`src/rtl/ds_tx_pkg.sv`:
```
package ds_tx_pkg;
   typedef enum logic [2:0] {
      SEL_HOLD   = 3'd0,
      SEL_DATA   = 3'd1,
      SEL_PREFIX = 3'd2,
      SEL_GAP    = 3'd3,
      SEL_RESET  = 3'd4
   } line_sel_e;
endpackage

```
`src/rtl/ds_spd_gate.sv`:
```
module ds_spd_gate #(
   parameter int SPD_W = 2
) (
   input  logic [SPD_W-1:0] req_code,
   input  logic [SPD_W-1:0] max_code,
   output logic             spd_ok
);
   always_comb spd_ok = (req_code <= max_code);
endmodule

```
`src/rtl/ds_shifter.sv`:
```
module ds_shifter #(
   parameter int BYTE_W    = 8,
   parameter bit MSB_FIRST = 1'b1
) (
   input  logic              clk,
   input  logic              rst_n,
   input  logic              load,
   input  logic [BYTE_W-1:0] load_byte,
   input  logic              load_blk,
   input  logic              abort,
   output logic              cur_bit,
   output logic              cur_blk,
   output logic              busy
);
   localparam int CNT_W = $clog2(BYTE_W + 1);
   localparam logic [CNT_W-1:0] CNT_FULL = CNT_W'(BYTE_W);

   logic [BYTE_W-1:0] sh_q;
   logic [BYTE_W-1:0] sh_nxt;
   logic [CNT_W-1:0]  cnt_q;
   logic              blk_q;

   generate
      if (MSB_FIRST) begin : g_msb
         assign cur_bit = sh_q[BYTE_W-1];
         assign sh_nxt  = {sh_q[BYTE_W-2:0], 1'b0};
      end else begin : g_lsb
         assign cur_bit = sh_q[0];
         assign sh_nxt  = {1'b0, sh_q[BYTE_W-1:1]};
      end
   endgenerate

   always_ff @(posedge clk) begin
      if (!rst_n) begin
         sh_q  <= '0;
         cnt_q <= '0;
         blk_q <= 1'b0;
      end else if (abort) begin
         cnt_q <= '0;
         blk_q <= 1'b0;
      end else if (load) begin
         sh_q  <= load_byte;
         cnt_q <= CNT_FULL;
         blk_q <= load_blk;
      end else if (cnt_q != '0) begin
         sh_q  <= sh_nxt;
         cnt_q <= cnt_q - 1'b1;
      end
   end

   assign busy    = (cnt_q != '0);
   assign cur_blk = blk_q & busy;
endmodule

```
`src/rtl/ds_line_enc.sv`:
```
module ds_line_enc
   import ds_tx_pkg::*;
(
   input  logic      clk,
   input  logic      rst_n,
   input  line_sel_e sel,
   input  logic      bit_in,
   output logic      ds_data,
   output logic      ds_strobe,
   output logic      was_data
);
   logic prev_d_q;
   logic prev_s_q;
   logic nxt_s;

   always_comb nxt_s = (bit_in == prev_d_q) ? ~prev_s_q : prev_s_q;

   always_ff @(posedge clk) begin
      if (!rst_n) begin
         ds_data   <= 1'b0;
         ds_strobe <= 1'b0;
         prev_d_q  <= 1'b0;
         prev_s_q  <= 1'b0;
         was_data  <= 1'b0;
      end else begin
         was_data <= (sel == SEL_DATA);
         case (sel)
            SEL_DATA: begin
               ds_data   <= bit_in;
               ds_strobe <= nxt_s;
               prev_d_q  <= bit_in;
               prev_s_q  <= nxt_s;
            end
            SEL_PREFIX: begin
               ds_data   <= 1'b0;
               ds_strobe <= 1'b1;
            end
            SEL_GAP: begin
               ds_data   <= 1'b0;
               ds_strobe <= 1'b0;
            end
            SEL_RESET: begin
               ds_data   <= 1'b1;
               ds_strobe <= 1'b1;
            end
            default: ;
         endcase
      end
   end
endmodule

```
`src/rtl/ds_tx_encoder.sv`:
```
module ds_tx_encoder
   import ds_tx_pkg::*;
#(
   parameter int BYTE_W    = 8,
   parameter int SPD_W     = 2,
   parameter bit MSB_FIRST = 1'b1
) (
   input  logic              clk,
   input  logic              rst_n,
   input  logic [BYTE_W-1:0] tx_byte,
   input  logic              tx_valid,
   input  logic [SPD_W-1:0]  tx_speed,
   input  logic [SPD_W-1:0]  port_max_speed,
   input  logic              gap_req,
   input  logic              bus_rst_req,
   output logic              ds_data,
   output logic              ds_strobe,
   output logic              tx_ready
);
   generate
      if (BYTE_W < 2) begin : g_bad_byte_w
         $error("ds_tx_encoder: BYTE_W must be at least 2");
      end
      if (SPD_W < 1) begin : g_bad_spd_w
         $error("ds_tx_encoder: SPD_W must be at least 1");
      end
   endgenerate

   logic      spd_ok;
   logic      cur_bit;
   logic      cur_blk;
   logic      busy;
   logic      abort;
   logic      take;
   logic      enc_was_data;
   line_sel_e line_sel;

   assign abort    = bus_rst_req | gap_req;
   assign tx_ready = ~busy & ~abort;
   assign take     = tx_valid & tx_ready;

   ds_spd_gate #(.SPD_W(SPD_W)) u_gate (
      .req_code (tx_speed),
      .max_code (port_max_speed),
      .spd_ok   (spd_ok)
   );

   ds_shifter #(.BYTE_W(BYTE_W), .MSB_FIRST(MSB_FIRST)) u_shift (
      .clk       (clk),
      .rst_n     (rst_n),
      .load      (take),
      .load_byte (tx_byte),
      .load_blk  (~spd_ok),
      .abort     (abort),
      .cur_bit   (cur_bit),
      .cur_blk   (cur_blk),
      .busy      (busy)
   );

   always_comb begin
      if (bus_rst_req)  line_sel = SEL_RESET;
      else if (gap_req) line_sel = SEL_GAP;
      else if (busy)    line_sel = cur_blk ? SEL_PREFIX : SEL_DATA;
      else              line_sel = SEL_HOLD;
   end

   ds_line_enc u_enc (
      .clk       (clk),
      .rst_n     (rst_n),
      .sel       (line_sel),
      .bit_in    (cur_bit),
      .ds_data   (ds_data),
      .ds_strobe (ds_strobe),
      .was_data  (enc_was_data)
   );
endmodule

```
`config.mk`:
```
export PLATFORM = sky130hd
export DESIGN_NAME = ds_tx_encoder
export DESIGN_NICKNAME = d
export VERILOG_FILES = /design/src/rtl/ds_tx_pkg.sv /design/src/rtl/ds_spd_gate.sv /design/src/rtl/ds_shifter.sv /design/src/rtl/ds_line_enc.sv /design/src/rtl/ds_tx_encoder.sv
export SDC_FILE = /design/constraint.sdc
export NUM_CORES = 1
export LEC_CHECK = 0
export ABC_AREA = 0
export BUFFER_PORTS_ARGS = -buffer_cell sky130_fd_sc_hd__buf_2
export CORE_MARGIN = 4
export CORE_UTILIZATION = 45
export DETAILED_ROUTE_END_ITERATION = 8
export PLACE_DENSITY = 0.76
export RECOVER_POWER = 50
export SYNTH_ARGS = -nofsm -noshare
export SYNTH_HDL_FRONTEND = slang
export SYNTH_SLANG_ARGS = --single-unit
```
`constraint.sdc`:
```
create_clock -name clk -period 3.9 [get_ports clk]
set_clock_uncertainty 0.1 [all_clocks]
set_input_delay 0.39 -clock clk [delete_from_list [all_inputs] [get_ports clk]]
set_output_delay 0.39 -clock clk [all_outputs]
set_load 0.1 [all_outputs]
```
==> impl_metrics.json <==
{
  "cts.sinks": 17,
  "grt_max_degree": 17,
  "rr_startpoint": "u_shift.cnt_q[0]$_SDFFE_PP0P_",
  "h-tree-depth": 1,
  "timing.final.crit_share": 0.6679,
  "crit_arrival_ps": 2110,
  "clock_path_buffers": 2,
  "drtIter0Drc": 22,
  "power_uw": 354.4,
  "finalHoldViolations": 0,
  "fp.dieH_um": 53.30,
  "syn-num-nets": 123,
  "clk_pin_slew_ps": 100,
  "postCtsSetupRepairBufs": 0,
  "drtPass1Iterations": 4,
  "antenna_found_initial": 0,
  "synth_async_sr_flop_share": 0,
  "p_leak_nw": 0.4235,
  "cap_violations": 0,
  "status": "completed",
  "grt.met1_usage": 0.1695,
  "post_synth.cell_area_avg_um2": 8.965,
  "intPower_uw": 247.0,
  "cts_root_buf": "clkbuf_4",
  "finalSetupViolations": 0,
  "place_hpwl_mm": 1.430,
  "swShare": 0.3031,
  "p_sw_uw": 107.4,
  "cp-startpoint": "u_shift.cnt_q[0]$_SDFFE_PP0P_",
  "layout.nets": 142,
  "start_util": 0.4707,
  "grt_pass1_wl_mm": 3.277,
  "worstPathMaxFanout": 10,
  "grt.busiest_layer": "met2",
  "r2r_cells": 5,
  "track_usage": 0.1583,
  "overflow": 0,
  "ioPinCount": 20,
  "hold_end": "u_enc.ds_data$_SDFFE_PN0P_",
  "yosys_warnings": 0,
  "rows": 16,
  "ys_seq_area_frac": 0.3686,
  "r2r_end": "u_shift.sh_q[1]$_SDFFE_PN0P_",
  "period_needed_ps": 2605,
  "routed_wl_mm": 1.889,
  "pwr-share-clk": 0.269,
  "finalMaxSlewViolations": 0,
  "ant_nets": 0,
  "drive_gt1_frac": 0.2810,
  "design_area_um2": 1047,
  "end_kind": "output port",
  "vdd_drop_max_mv": 0.2173,
  "portBuffers": 19,
  "die_area_um2": 2841,
  "regToRegSetupSlack_ps": 1570,
  "critPathKind": "reg -> out",
  "synth_area_um2": 923.4,
  "vias": 794,
  "coreArea_um2": 1962,
  "relSlewSlack": 0.2207,
  "worst_pin_slew_ps": 1174,
  "cts_tree": "yes",
  "rsz0062_at_grt": "no",
  "startpoint_type": "flip-flop",
  "synth-edff-count": 0,
  "use_met2": 0.2796,
  "avgViaCountPerCell": 5.365,
  "die_w_um": 53.30,
  "required_ps": 3410,
  "hold_class": "in -> reg",
  "clk_latency_ps": 300,
  "area_delta_synth_final_pct": 13.41,
  "p_comb_frac": 0.205,
  "syn_inst": 103,
  "grt_pass1_vias": 823,
  "use_met3": 0.02817,
  "finalWeightedCongestion": 0.8018,
  "ctsResizeCount": 0,
  "n_antenna_cell": 0,
  "cts_buffers": 3,
  "p_per_area_nw_per_um2": 338.4,
  "holdBufCountCts": 0,
  "synth.distinct_cells": 33,
  "ys_ff_latch": 17,
  "hold_path_startpoint": "bus_rst_req",
  "p_seq_frac": 0.527,
  "synthFlopType": "dfxtp_1",
  "hold_path_depth": 3,
  "drc": 0,
  "dpl_cell_area_um2": 1026,
  "wl_per_cell_um": 12.76,
  "max_freq_ghz": 0.3839,
  "tns_ps": 0
}
-- cell type report --
cell class                      instances  area (um^2)
Clock buffer                            3        22.52
Clock inverter                          1        5.005
Fill cell                             228        914.6
Inverter                                7        26.28
Multi-Input combinational cell         74        526.8
Sequential cell                        17        340.3
Tap cell                               27        33.78
Timing Repair Buffer                   19        92.59
-- synthesized netlist by cell type, types with 2 or more instances --
cell	instances	share of area
xnor2_1	2	0.019
nor2b_1	2	0.014
mux2i_1	2	0.022
dfxtp_1	17	0.37
a21boi_0	2	0.016
buf_2	3	0.016
nor3_1	10	0.054
o21ai_0	2	0.011
inv_1	7	0.028
nand2b_1	6	0.041
or3b_2	2	0.019
a21oi_1	9	0.049
nor2_1	2	0.0081
or3_1	2	0.014
ha_1	3	0.041
o221a_2	4	0.049
o31ai_1	6	0.049
mux2_2	3	0.037
nand2_1	5	0.020
-- power groups by stage --
| stage | Clock, mW | Sequential, mW | Combinational, mW |
|---|---|---|---|
| after CTS | 0.0978 | 0.187 | 0.0745 |
| after detailed placement | 0 | 0.191 | 0.0743 |
| after global placement | 0 | 0.190 | 0.0724 |
| final | 0.0952 | 0.187 | 0.0726 |
| after global routing | 0.109 | 0.188 | 0.0800 |
| after floorplan | 0 | 0.201 | 0.0451 |
-- how the worst max path moves through the flow --
stage,endpoint,slack (ps),cells after the start
floorplan,tx_ready,940,5
global placement,tx_ready,1670,5
detailed placement,u_shift.sh_q[1]$_SDFFE_PN0P_,1560,5
CTS,tx_ready,1270,5
global route,tx_ready,1150,5
finish,tx_ready,1300,5
-- layout by cell type (no fill, tap or decap), types with 2 or more instances in the layout --
cell type  netlist  routed
ha_1             3       3
a21oi_1          9       9
buf_2            3      17
xnor2_1          2       2
o31ai_1          6       6
nand2b_1         6       6
o21ai_0          2       2
nor3_1          10      10
dfxtp_1         17      17
or3_1            2       2
clkbuf_4         0       3
nor2_1           2       2
nor2b_1          2       2
o221a_2          4       4
or3b_2           2       2
a21boi_0         2       2
clkbuf_1         1       2
nand2_1          5       5
mux2_2           3       3
mux2i_1          2       2
inv_1            7       7
-- metal layers --
| layer | vias up | wire length (um) |
|---|---|---|
| met1 | 364 | 836 |
| met4 | 0 | 53 |
| met5 | - | 0 |
| li1 | 408 | - |
| met2 | 17 | 914 |
| met3 | 5 | 84 |
-- through the flow --
step	hold WS, ps	utilization	cells	setup slack, ps
detailed placement	373.6	0.5230	144	1563
floorplan	355.2	-	103	942.0
CTS	251.1	0.5370	148	1271
global placement	367.5	0.5230	144	1667
finish	253.2	0.5338	148	1295
global route	262.5	0.5338	148	1146
-- flip-flops by register name, indices dropped and copies added (netlist names) --
signal           cells
u_enc.prev_s_q       1
u_shift.sh_q         8
u_shift.blk_q        1
u_enc.ds_data        1
u_enc.ds_strobe      1
u_enc.prev_d_q       1
u_shift.cnt_q        4
-- cells by family (layout without fill, tap and decap cells) --
group,count (synthesis),count (layout),share of synthesized area
and+or+nand+nor,36,36,0.2290
AOI/OAI and AO/OA,26,26,0.2019
DFF,17,17,0.3686
buffers and inverters,12,30,0.05691
muxes,6,6,0.07452
adders and majority gates,3,3,0.04065
xor gates and xnor gates,3,3,0.02846
-- worst max-delay path, stage by stage, from the launching register on --
cell     delay (ps)
dfxtp_1         350
inv_1            60
ha_1            240
or3b_2          600
nor2_1          130
buf_2           430
No activity file was read; power rests on OpenSTA's default activity.
